File: config.mk
export PLATFORM = sky130hd
export DESIGN_NAME = irq_vector_ctrl
export DESIGN_NICKNAME = d
export VERILOG_FILES = /design/src/rtl/irq_vec_pkg.sv /design/src/rtl/irq_line_cond.sv /design/src/rtl/irq_pend_reg.sv /design/src/rtl/irq_vec_gen.sv /design/src/rtl/irq_vector_ctrl.sv
export SDC_FILE = /design/constraint.sdc
export NUM_CORES = 1
export LEC_CHECK = 0
export BUFFER_PORTS_ARGS = -buffer_cell sky130_fd_sc_hd__buf_2
export CORE_ASPECT_RATIO = 0.7
export CORE_UTILIZATION = 45
export CTS_CLUSTER_SIZE = 16
export DETAILED_ROUTE_END_ITERATION = 10
export HOLD_SLACK_MARGIN = 0.05
export PLACE_DENSITY = 0.71
export SLEW_MARGIN = 10
export SYNTH_ARGS = -nofsm -noshare
export SYNTH_HDL_FRONTEND = slang
export SYNTH_SLANG_ARGS = --single-unit
File: constraint.sdc
create_clock -name clk -period 3.9 [get_ports clk]
set_input_delay 0.39 -clock clk [delete_from_list [all_inputs] [get_ports clk]]
set_output_delay 0.39 -clock clk [all_outputs]
set_load 0.01 [all_outputs]
File: src/rtl/irq_vec_pkg.sv
// Package: shared sizes, constants and level mapping for the interrupt
// controller. Assumes three external lines in a fixed order.
package irq_vec_pkg;
    parameter int unsigned NLINES    = 3;
    parameter int unsigned SRC_W     = 16;
    parameter int unsigned VEC_W     = 8;
    parameter int unsigned CODE_W    = 5;
    parameter int unsigned LVL_W     = 3;
    parameter int unsigned LINE_CODE_BASE = 16;
    localparam logic [VEC_W-1:0] VEC_UNINIT = 8'h0F;
    localparam logic [VEC_W-1:0] VEC_SPUR   = 8'h18;

    // Priority level served by external line i.
    function automatic logic [LVL_W-1:0] line_level(input int i);
        case (i)
            0:       return LVL_W'(1);
            1:       return LVL_W'(6);
            default: return LVL_W'(7);
        endcase
    endfunction
endpackage

File: src/rtl/irq_line_cond.sv
// Conditions one active-low external request line: two-flop synchronizer,
// falling-edge detector and an edge latch cleared on acknowledge.
// Assumes the input may be asynchronous; FORCE_EDGE pins the line to edge mode.
module irq_line_cond #(
    parameter bit FORCE_EDGE = 1'b0
) (
    input  logic clk,
    input  logic rst_n,
    input  logic req_n,
    input  logic edge_mode,
    input  logic ack_clr,
    output logic req
);
    logic s1_q, s2_q, prev_q, flag_q;
    logic fall;

    // Synchronize the input and keep its previous value for edge detection.
    always_ff @(posedge clk) begin
        if (!rst_n) begin
            s1_q   <= 1'b1;
            s2_q   <= 1'b1;
            prev_q <= 1'b1;
        end else begin
            s1_q   <= req_n;
            s2_q   <= s1_q;
            prev_q <= s2_q;
        end
    end

    assign fall = prev_q & ~s2_q;

    // Edge latch: a new falling edge wins over an acknowledge clear.
    always_ff @(posedge clk) begin
        if (!rst_n)       flag_q <= 1'b0;
        else if (fall)    flag_q <= 1'b1;
        else if (ack_clr) flag_q <= 1'b0;
    end

    assign req = (FORCE_EDGE || edge_mode) ? flag_q : ~s2_q;


    edge_hold_chk: assert property (@(posedge clk) disable iff (!rst_n)
        (flag_q && !ack_clr) |=> flag_q);

    edge_src_chk: assert property (@(posedge clk) disable iff (!rst_n)
        $rose(flag_q) |-> !$past(s2_q));
endmodule

File: src/rtl/irq_pend_reg.sv
// Pending register for internal sources: pulses set bits, write-one clears.
// Assumes set has priority over clear in the same cycle.
module irq_pend_reg #(
    parameter int unsigned W = irq_vec_pkg::SRC_W
) (
    input  logic         clk,
    input  logic         rst_n,
    input  logic [W-1:0] set_i,
    input  logic [W-1:0] clr_i,
    output logic [W-1:0] pend_o
);
    // Update pending bits with clear first, then set.
    always_ff @(posedge clk) begin
        if (!rst_n) pend_o <= '0;
        else        pend_o <= (pend_o & ~clr_i) | set_i;
    end


    pend_set_chk: assert property (@(posedge clk) disable iff (!rst_n)
        (set_i != '0) |=> ((pend_o & $past(set_i)) == $past(set_i)));

    pend_clr_chk: assert property (@(posedge clk) disable iff (!rst_n)
        ((clr_i & ~set_i) != '0) |=> ((pend_o & $past(clr_i & ~set_i)) == '0));
endmodule

File: src/rtl/irq_vec_gen.sv
// Vector former: picks the highest pending internal source, decodes the
// acknowledged level to a line, and builds the vector or the external flag.
// Assumes ack_valid lasts one cycle per acknowledge.
module irq_vec_gen
    import irq_vec_pkg::*;
#(
    parameter int unsigned W = SRC_W
) (
    input  logic              clk,
    input  logic              rst_n,
    input  logic              ack_valid,
    input  logic [LVL_W-1:0]  ack_level,
    input  logic [W-1:0]      pend,
    input  logic [NLINES-1:0] ext_vsel,
    input  logic [2:0]        vec_hi,
    input  logic              vec_written,
    output logic [VEC_W-1:0]  vector,
    output logic              extvec,
    output logic [NLINES-1:0] line_hit
);
    logic              found;
    logic [CODE_W-1:0] src_idx;
    logic [CODE_W-1:0] line_code;
    logic              any_line;

    // Highest-index pending source wins.
    always_comb begin
        found   = 1'b0;
        src_idx = '0;
        for (int i = 0; i < int'(W); i++) begin
            if (pend[i]) begin
                found   = 1'b1;
                src_idx = CODE_W'(i);
            end
        end
    end

    // Decode the acknowledged level onto each external line.
    for (genvar g = 0; g < NLINES; g++) begin : g_hit
        assign line_hit[g] = ack_valid && (ack_level == line_level(g));
    end

    // Source code of the acknowledged line.
    always_comb begin
        line_code = '0;
        for (int i = 0; i < int'(NLINES); i++)
            if (line_hit[i]) line_code = CODE_W'(LINE_CODE_BASE + int'(line_level(i)));
    end

    assign any_line = |line_hit;

    // Form the returned vector or the external-vector flag.
    always_comb begin
        extvec = 1'b0;
        vector = '0;
        if (ack_valid) begin
            if (|(line_hit & ext_vsel))  extvec = 1'b1;
            else if (!any_line && !found) vector = VEC_SPUR;
            else if (!vec_written)       vector = VEC_UNINIT;
            else                         vector = {vec_hi, any_line ? line_code : src_idx};
        end
    end


    extvec_zero_chk: assert property (@(posedge clk) disable iff (!rst_n)
        extvec |-> (vector == '0));

    spur_vec_chk: assert property (@(posedge clk) disable iff (!rst_n)
        (ack_valid && !any_line && pend == '0) |-> (vector == VEC_SPUR));

    uninit_vec_chk: assert property (@(posedge clk) disable iff (!rst_n)
        (ack_valid && !vec_written && !extvec && (any_line || pend != '0))
            |-> (vector == VEC_UNINIT));
endmodule

File: src/rtl/irq_vector_ctrl.sv
// Top of the interrupt controller: configuration register, three conditioned
// external lines, internal pending register and vector formation.
// Assumes a single-cycle register write strobe and combinational read.
module irq_vector_ctrl
    import irq_vec_pkg::*;
(
    input  logic              clk,
    input  logic              rst_n,
    input  logic [NLINES-1:0] ext_req_n,
    input  logic [SRC_W-1:0]  int_req,
    input  logic              reg_wr,
    input  logic              reg_sel,
    input  logic [15:0]       reg_wdata,
    output logic [15:0]       reg_rdata,
    input  logic              ack_valid,
    input  logic [LVL_W-1:0]  ack_level,
    output logic [VEC_W-1:0]  ack_vector,
    output logic              ack_extvec,
    output logic [NLINES-1:0] irq_req
);
    localparam int unsigned EDGE_LSB = 5;
    localparam int unsigned XVEC_LSB = 8;
    localparam int unsigned VHI_LSB  = 13;
    localparam logic [15:0] CFG_MASK = 16'hE7E0;

    logic [15:0]       cfg_q;
    logic              written_q;
    logic [SRC_W-1:0]  pend;
    logic [SRC_W-1:0]  clr;
    logic [NLINES-1:0] hit;

    // Hold the configuration word with reserved bits forced to zero.
    always_ff @(posedge clk) begin
        if (!rst_n) begin
            cfg_q     <= '0;
            written_q <= 1'b0;
        end else if (reg_wr && !reg_sel) begin
            cfg_q     <= reg_wdata & CFG_MASK;
            written_q <= 1'b1;
        end
    end

    assign clr       = (reg_wr && reg_sel) ? reg_wdata[SRC_W-1:0] : '0;
    assign reg_rdata = reg_sel ? 16'(pend) : cfg_q;

    for (genvar g = 0; g < NLINES; g++) begin : g_line
        irq_line_cond #(.FORCE_EDGE(line_level(g) == LVL_W'(7))) u_cond (
            .clk       (clk),
            .rst_n     (rst_n),
            .req_n     (ext_req_n[g]),
            .edge_mode (cfg_q[EDGE_LSB+g]),
            .ack_clr   (hit[g]),
            .req       (irq_req[g])
        );
    end

    irq_pend_reg #(.W(SRC_W)) u_pend (
        .clk    (clk),
        .rst_n  (rst_n),
        .set_i  (int_req),
        .clr_i  (clr),
        .pend_o (pend)
    );

    irq_vec_gen #(.W(SRC_W)) u_vec (
        .clk         (clk),
        .rst_n       (rst_n),
        .ack_valid   (ack_valid),
        .ack_level   (ack_level),
        .pend        (pend),
        .ext_vsel    (cfg_q[XVEC_LSB +: NLINES]),
        .vec_hi      (cfg_q[VHI_LSB +: 3]),
        .vec_written (written_q),
        .vector      (ack_vector),
        .extvec      (ack_extvec),
        .line_hit    (hit)
    );


    rsvd_zero_chk: assert property (@(posedge clk) disable iff (!rst_n)
        !reg_sel |-> (reg_rdata[12:11] == 2'b00 && reg_rdata[4:0] == 5'b0));
endmodule

## Word-level counts from Yosys, hierarchy flattened

Cells that the tools add are included.

| storage, ports and cells | value |
|---|---|
| flip-flop bits (word level) | 38 |
| input port bits | 43 |
| bits in latches | 0 |
| memory bits (read-only) | 0 |
| RAM bits | 0 |
| output and inout bits | 28 |
| memories | 0 |

| operators by class | value |
|---|---|
| reductions and logical operators | 14 |
| add/subtract/negate cells | 3 |
| eq/ne operators | 3 |
| $mul | 0 |
| bitwise operators | 10 |
| div/mod/pow operators | 0 |
| multiplexer cells | 54 |
| shifts and indexed selects | 0 |
| magnitude comparators | 0 |

Operator list:

| operator | count |
|---|---|
| $mux 16 | 2 |
| $mux 4 | 8 |
| $mux 8 | 4 |
| $mux 1 | 27 |
| $mux 3 | 7 |
| $mux 5 | 4 |
| $and 16x16->16 | 1 |
| $not 16->16 | 1 |
| $or 16x16->16 | 1 |
| $add 5x3->5 const A | 3 |
| $eq 3x3->1 const B | 2 |
| $logic_and 1x1->1 | 6 |
| $reduce_bool 2->1 | 3 |
| $reduce_or 3->1 | 2 |
| $mux 2 | 2 |
| $and 1x1->1 | 3 |
| $and 3x3->3 | 1 |
| $eq 3x1->1 const B | 1 |
| $logic_not 1->1 | 3 |
| $not 1->1 | 3 |

## Logic depth before layout (Yosys ltp)

Gate-level depths: netlist of run 1.

| depth | value |
|---|---|
| word-level depth | 21 |
| depth in mapped cells | 7 |

## Hierarchy

Synthesis of run 1 repeated with hierarchy kept, for this count alone.

| unflattened totals | value |
|---|---|
| cells, all modules | 222 |
| area, all modules | 2040.7 µm² |

Modules (own cells, without submodules):

| module | area an instance (µm²) | instances | cells each |
|---|---|---|---|
| irq_vector_ctrl | 673.1 | 1 | 78 |
| irq_pend_reg | 571.8 | 1 | 50 |
| irq_vec_gen | 387.9 | 1 | 60 |
| irq_line_cond at g_line[0].u_cond ... | 138.9 | 2 | 12 |
| irq_line_cond at g_line[2].u_cond | 130.1 | 1 | 10 |

## Worst setup path before layout of run 1

Ideal clock, no wire load.

| path | value |
|---|---|
| path kind | reg-to-output |
| from | register u_pend.pend_o[4] |
| to | output ack_vector[3] |
| buffers on the path | 0 |
| arrival time | 1257 ps |
| path slack | 2253 ps |
| stages on the path, launching flop included | 6 |
| required time | 3510 ps |
| path through | dfxtp_1 > nor4_4 > nand3_2 > nor3_4 > a31oi_1 > a21oi_1 |

| between the ends | value |
|---|---|
| cells in the longest elaborated chain, start to end | 17 |

RTL lines:

| element | RTL line | RTL |
|---|---|---|
| start: declaration | irq_pend_reg.sv:10 | `output logic [W-1:0] pend_o` |
| start signal: assignment | irq_pend_reg.sv:15 | `else pend_o <= (pend_o & ~clr_i) \| set_i;` |
| $mux 1 (12 in a row) | irq_vec_gen.sv:31 | `if (pend[i]) begin` |
| $logic_not 1->1 | irq_vec_gen.sv:58 | `else if (!any_line && !found) vector = VEC_SPUR;` |
| $logic_and 1x1->1 | irq_vec_gen.sv:58 |  |
| $mux 8 | irq_vec_gen.sv:58 |  |
| $mux 8 | irq_vec_gen.sv:57 | `if (\|(line_hit & ext_vsel)) extvec = 1'b1;` |
| $mux 8 | irq_vec_gen.sv:56 | `if (ack_valid) begin` |
| end: declaration | irq_vector_ctrl.sv:17 | `output logic [VEC_W-1:0] ack_vector,` |

No other way between the ends.

## Worst setup path after layout of run 1

| path | value |
|---|---|
| from | register u_pend.pend_o[2] |
| to | output ack_vector[1] |

| between the ends | value |
|---|---|
| cells in the longest elaborated chain, start to end | 19 |
| elaborated cells between the ends (all ways) | 35 |
| those cells by class | mux: 33; reduce/logical: 2 |

RTL lines:

| element | RTL line |
|---|---|
| $mux 2 or $mux 1 (tied branches) (2 in a row) | irq_vec_gen.sv:31 |
| $mux 3 or $mux 1 (tied branches) (4 in a row) | irq_vec_gen.sv:31 |
| $mux 4 or $mux 1 (tied branches) (8 in a row) | irq_vec_gen.sv:31 |
| $mux 5 or $logic_not 1->1 (tied branches) | irq_vec_gen.sv:60, irq_vec_gen.sv:58 |
| $mux 8 or $logic_and 1x1->1 (tied branches) | irq_vec_gen.sv:59, irq_vec_gen.sv:58 |
| $mux 8 (*) | irq_vec_gen.sv:58 |
| $mux 8 (*) | irq_vec_gen.sv:57 |
| $mux 8 (*) | irq_vec_gen.sv:56 |

Every way passes the cells marked *; elsewhere a longest branch is shown, timed or not.

==> results of run 1 <==
critical path, delay by kind of cell (launching register included):
kind,cells,cell delay [ps]
compound gates,3,770
simple gates,2,260
flops,1,400
buf+inv,1,120
cell usage in the layout (no fill, tap or decap), types with 2 or more instances in the layout:
cell,instances
nor3_1,3
inv_1,6
and2_1,8
nand2_1,37
clkbuf_8,6
a21boi_0,12
nor2_1,8
a21oi_1,23
nor2b_1,20
a2111oi_0,2
dfxtp_1,38
nand3_1,3
o21ai_0,4
and3_1,4
mux2_2,9
o21a_1,2
nand2b_1,12
mux2i_1,2
buf_2,70
layout make-up:
| class | count | area [um2] | area share [%] |
|---|---|---|---|
| Multi-Input combinational cell | 166 | 1017 | 43.69 |
| Sequential cell | 38 | 760.7 | 32.67 |
| Timing Repair Buffer | 70 | 350.3 | 15.05 |
| Clock buffer | 6 | 82.58 | 3.546 |
| Tap cell | 52 | 65.06 | 2.794 |
| Clock inverter | 1 | 30.03 | 1.290 |
| Inverter | 6 | 22.52 | 0.9672 |
flip-flops by register name, summed over array words and instances, names as in the netlist:
| signal | count |
|---|---|
| u_pend.pend_o | 16 |
| cfg_q | 9 |
| g_line.u_cond.s2_q | 3 |
| g_line.u_cond.flag_q | 2 |
| written_q | 1 |
| g_line.u_cond.req | 1 |
| g_line.u_cond.prev_q | 3 |
| g_line.u_cond.s1_q | 3 |
logic make-up (layout without fill, tap and decap cells):
family	after synthesis	count (layout)
simple gates	105	105
compound gates	49	49
flops	38	38
buf+inv	19	83
mux	11	11
xor+xnor	1	1
metal layers:
metal	vias to the layer above	GRT usage, %	routed length [um]
met5	-	0	0
met4	0	7.792	50
met3	7	5.410	342
met2	71	29.19	1740
met1	736	30.69	2156
li1	878	-	-
through the flow:
step	hold slack [ps]	instance area [um2]
2_1_floorplan	386.3	1864
5_1_grt	299.5	2328
3_5_place_dp	392.8	2216
3_3_place_gp	388.7	2216
6_report	286.7	2328
4_1_cts	277.5	2328
where the power goes:
part	leakage [nW]	switching [mW]	internal [mW]	total [mW]
sequential	0.315	0.0245	0.410	0.435
clock	0.0573	0.129	0.205	0.334
combinational	0.659	0.0676	0.0663	0.134
worst paths after layout:
| check | startpoint | end | slack [ps] | cells past startpoint |
|---|---|---|---|---|
| worst min register to register | g_line[1].u_cond.s1_q | g_line[1].u_cond.s2_q | 410 | 1 |
| worst max-delay path | u_pend.pend_o[2] | ack_vector[1] | 1670 | 6 |
| worst min-delay path | ext_req_n[1] | g_line[1].u_cond.s1_q | 290 | 2 |
| worst max register to register | u_pend.pend_o[5] | u_pend.pend_o[5] | 3130 | 2 |
==> results.md, run 1 <==
- Adder-cell share of the synthesized area: 0%
- Rel. slew slack: 44.06%
- RSZ-0062 raised after global routing: false
- Cell count after synthesis: about 220
- Post-CTS resize count: 0
- YS warnings: 0
- Initial DRC count: between 80 and 90
- Area grow syn2layout: 24.90%
- DRT Pass-1 Iters: 4
- Worst-case vdd ir drop: 218.4 uV
- Cell Count, Final, Fillers Out: approximately 340
- Placer Congestion: a little under 0.9
- Synth Area in Compound Gates: about 16%
- Largest cells by area after synthesis: dfxtp_1 (41%), nand2_1 (7.4%), nor2b_1 (6.7%), a21oi_1 (6.2%), mux2_2 (5.4%)
- Port Buffers: 70
- Drc violations: 0
- #FFs+latches synth: 38
- Mean cell area of the mapped netlist: 8.360 um2
- Drt total wl: 4289 um
- Boundary pin count: 71
- Routed vias/inst: 4.991
- PwrDens: roughly 390 mW/mm2
- Nets@finish: 330
- Cell area after synthesis: 0.001864 mm2
- Tmin final: 2230 ps
- Setup slack after layout: roughly 1700 ps
- Share of the synthesized area in the top cell type: 40.81%
- Post-synth top flop: dfxtp_1
- Slew Viols, Final: 0
- Fraction of registers with async set/reset: 0%
- Worst slew pin tran: around 840 ps
- Final Skew: 2.082 ps
- Initial core utilization: 47.24%
- Wire per inst: 12.65 um
- Die X: between 70 and 80 um
- Setup_tns: 0 ps
- Post-CTS Setup Inserts: 0
- Std cell rows: 19
- All-layer global routing usage: 20.90%
- Vias: 1692
- Xor and xnor area share after synthesis: 0.4698%
- Largest net degree at the start of global routing: 39
- Multiplexer share of the synthesized area: 6.510%
- Setup WS pre-CTS: 1931 ps
- CTS max path bufs: 2
- Final period utilization: around 57%
- Main combinational cell family by area after synthesis: simple AND/OR/NAND/NOR gates
- Clk slew on worst S/H paths: 70 ps
- DRT antenna net count: 0
- Final Hold Viols: 0
- Post-synth top area cell: dfxtp_1
- Top cells by count, synth: dfxtp_1 (38), nand2_1 (37), a21oi_1 (23)
- Root Driver: clkbuf_8
- CTS tree: done
- Initial antenna violation count: 0
- Critical-path top delay cell: a2111oi_0
- Die area: about 0.0044 mm2
- CP max stage delay: 480 ps
- Hold buffers post-CTS: 0
- First-pass GRT wire length: roughly 7000 um
- Netlist cell types: 38
- Status: complete, no violations
- Layout cell share with drive strength beyond 1: 32.40%
- Req. time, crit path: 3510 ps
- Max Cap Viol: 0
- Top-count cell post-synth: dfxtp_1
- Clk sinks: 38
- Post-synthesis sequential area ratio: 40.81%
- Worst-path maximum fanout: 4
- Post-synth EDFFs: 0
- Number of CTS-inserted buffers: 5
- Vias in the first global route: around 1500
- P_leak: 1.031 nW
- Crit path DAT: between 1500 and 2000 ps
- Worst-path cell chain: nor2_1 > nor3_1 > o31ai_1 > a2111oi_0 > o31a_1 > buf_2
- CTS H-Tree Depth: 2
- Crit path capture type: primary output
- Fillers: approximately 370
- Clock Latency Late Sink: 280 ps
- Vert. Die Dim: 55.85 um
- Inst Count DP: 332
- Antenna Cells: 0
- Core area: a little under 0.004 mm2
- Final setup viols: 0
- Grt total ovfl: 0
- Post-synthesis simple-gate area fraction: a little under a third
- Crit path launch type: flip-flop
- Tot Pwr: 0.9027 mW
- Syn_nets: 266
- Post-DP HPWL: 3200 um
- Final Util: 59.00%
- Worst min path class: in2reg
- Fmax: 0.4485 GHz
- Kind of critical path: reg2out
No activity file was read; power rests on OpenSTA's default activity.
==> run 2, diff against run 1 <==
CORE_UTILIZATION = 44   (was 45)
PLACE_DENSITY = 0.73   (was 0.71)
clock period = 1.85 ns   (was 3.9 ns; I/O delays follow)
==> results.md, run 2 (synthesis results as in run 1) <==
- Final Hold Viols: 0 (unchanged)
- Reg-to-Reg End: u_pend.pend_o[15]
- Crit path DAT: 1760 ps (-80 ps)
- Top flop regs: u_pend.pend_o (16), cfg_q (9)
- Met1 WL: 2311 um (+7.2%)
- Commonest non-fill, non-tap cell in the layout: buf_2
- Initial antenna violation count: 0 (unchanged)
- Post-DP HPWL: 3307 um (+3.3%)
- Routed length on met2: 1913 um (+9.9%)
- Worst r2r src: u_pend.pend_o[15]
- Worst slew pin tran: 540.0 ps (-297.4 ps)
- DR top layer: met4
- First-pass GRT wire length: 7210 um (+3.7%)
- Sequential Power Share: 50.5% (+2.3 points)
- CP max stage delay: 360 ps (-120 ps)
- Rel. slew slack: 64.00% (+20 points)
- Kind of critical path: reg2out
- Final setup viols: 8 (+8)
- Initial DRC count: 121 (+49%)
- Largest net degree at the start of global routing: 39 (unchanged)
- Vias in the first global route: 1542 (+4.1%)
- DRT Pass-1 Iters: 4 (unchanged)
- Reg2Reg Depth: 3 (+1)
- P_leak: 1.069 nW (+3.7%)
- DRT antenna net count: 0 (unchanged)
- Final Skew: 0.5393 ps (-1.543 ps)
- Hold Startpoint: ext_req_n[1]
- Drt total wl: 4568 um (+6.5%)
- Grt total ovfl: 0 (unchanged)
- Antenna Cells: 0 (unchanged)
- Slew Viols, Final: 0 (unchanged)
- Vias: 1754 (+3.7%)
- Hold Path Depth: 2 (unchanged)
- Initial core utilization: 46.68% (-0.56 points)
- Largest register by flop count: u_pend.pend_o
- Port Buffers: 70 (unchanged)
- Vert. Die Dim: 56.46 um (+1.1%)
- R2R Setup Slk: 1040 ps (-2090 ps)
- Cell Count, Final, Fillers Out: 348 (+2.7%)
- Clk sinks: 38 (unchanged)
- CTS tree: done
- Met3 wire len: 284 um (-17%)
- Root Driver: clkbuf_8
- Critical-path top delay cell: dfxtp_2
- Fmax: 0.5138 GHz
- Status: finished, violations left
- Std cell rows: 19 (unchanged)
- Routed vias/inst: 5.040 (+0.98%)
- Nets@finish: 338 (+2.4%)
- Wire per inst: 13.13 um (+3.8%)
- Req. time, crit path: 1660 ps (-1850 ps)
- Sw Share: 27.56% (+3.0 points)
- Area grow syn2layout: 29.93%
- CTS H-Tree Depth: 2 (unchanged)
- Number of CTS-inserted buffers: 5 (unchanged)
- Die X: 79.80 um (+1.1%)
- Clock power frac: 32.5% (-4.5 points)
- Hold EP: g_line[1].u_cond.s1_q
- All-layer global routing usage: 21.31% (+0.40 points)
- Final period utilization: 105.2%
- Max reg flops: 16 (unchanged)
- Clk slew on worst S/H paths: 70 ps (about the same)
- Crit path capture type: primary output
- Drc violations: 0 (unchanged)
- Die area: 0.004506 mm2 (+2.2%)
- CTS max path bufs: 2 (unchanged)
- Sw power: 0.5029 mW (+130%)
- Boundary pin count: 71 (unchanged)
- Inst Count DP: 337 (+1.5%)
- RSZ-0062 raised after global routing: true
- Power share of the combinational group: 17.0% (+2.2 points)
- Worst-case vdd ir drop: 566.0 uV (+160%)
- Failing checks: setup timing
- PwrDens: 753.2 mW/mm2 (+94%)
- Layout cell share with drive strength beyond 1: 37.84% (+5.4 points)
- Core area: 0.003994 mm2 (+1.2%)
- Tmin final: 1946 ps
- Max Cap Viol: 0 (unchanged)
- Worst-path maximum fanout: 5 (+1)
- Clock Latency Late Sink: 290 ps (about the same)
- Tot Pwr: 1.825 mW (+100%)
- Hold buffers post-CTS: 0 (unchanged)
- Worst min path class: in2reg
- Setup slack after layout: -96.35 ps (-1767 ps)
- Crit path launch type: flip-flop
- Commonest non-fill, non-tap cells in the layout: buf_2 (70), nand2_1 (37), dfxtp_1 (33)
- P_int: 1.322 mW (+94%)
- Placer Congestion: 0.8010 (-7.9%)
- Worst-path cell chain: nor4_4 > nand3_2 > nor3_4 > a31oi_1 > a21oi_1 > buf_2
## run 2: per-layer routing
metal / up-vias / GRT usage (%)
li1: 895 / -
met1: 795 / 30.40
met2: 57 / 30.65
met3: 7 / 5.691
met4: 0 / 7.653
met5: - / 0
## run 2: worst max-delay path by stage
| stage | from | to | cells past startpoint |
|---|---|---|---|
| 5_1_grt | u_pend.pend_o[4] | ack_vector[3] | 6 |
| 3_5_place_dp | u_pend.pend_o[5] | ack_vector[0] | 5 |
| 2_1_floorplan | u_pend.pend_o[4] | ack_vector[3] | 5 |
| 3_3_place_gp | u_pend.pend_o[5] | ack_vector[0] | 5 |
| 4_1_cts | u_pend.pend_o[15] | ack_vector[7] | 6 |
| 6_report | u_pend.pend_o[4] | ack_vector[3] | 6 |
## run 2: what timing repair did
item	in CTS	in global routing
setup endpoints to repair	7	8
resized for setup	13	2
pin swaps	11	2
buffers inserted	3	0
endpoints found under the hold margin	0	0
## run 2: layout make-up
type / instances / area, um2
fillers: 381 / 1572
multi-input cells: 166 / 1060
flip-flops and latches: 38 / 769.5
repair buffers: 78 / 410.4
clock buffers: 6 / 82.58
well taps: 52 / 65.06
inverters: 6 / 22.52
clock inverters: 2 / 12.51
## run 2: worst max-delay path: cells and delay by family, from the launching register on
family | cells | cell delay (ps)
flops | 1 | 360
buf+inv | 1 | 160
simple gates | 3 | 710
compound gates | 2 | 240
## run 2: metrics by stage
stage | hold WS, ps | utilization (%) | setup TNS [ps] | setup slack (ps) | area [um2]
floorplan | 286.5 | - | 0 | 408.5 | 1864
global route | 76.63 | 60.65 | -1267 | -200.7 | 2422
global placement | 364.4 | 56.42 | 0 | 189.2 | 2253
detailed placement | 368.4 | 56.42 | 0 | 175.6 | 2253
finish | 63.98 | 60.65 | -548.2 | -96.35 | 2422
CTS | 57.33 | 60.40 | -355.7 | -64.91 | 2412
## run 2: power groups by stage
stage	logic (mW)	clock network [mW]	registers, mW
after floorplan	0.183	0	0.917
after global placement	0.289	0	0.932
after detailed placement	0.291	0	0.934
after CTS	0.306	0.605	0.918
after global routing	0.341	0.651	0.928
final	0.310	0.594	0.921
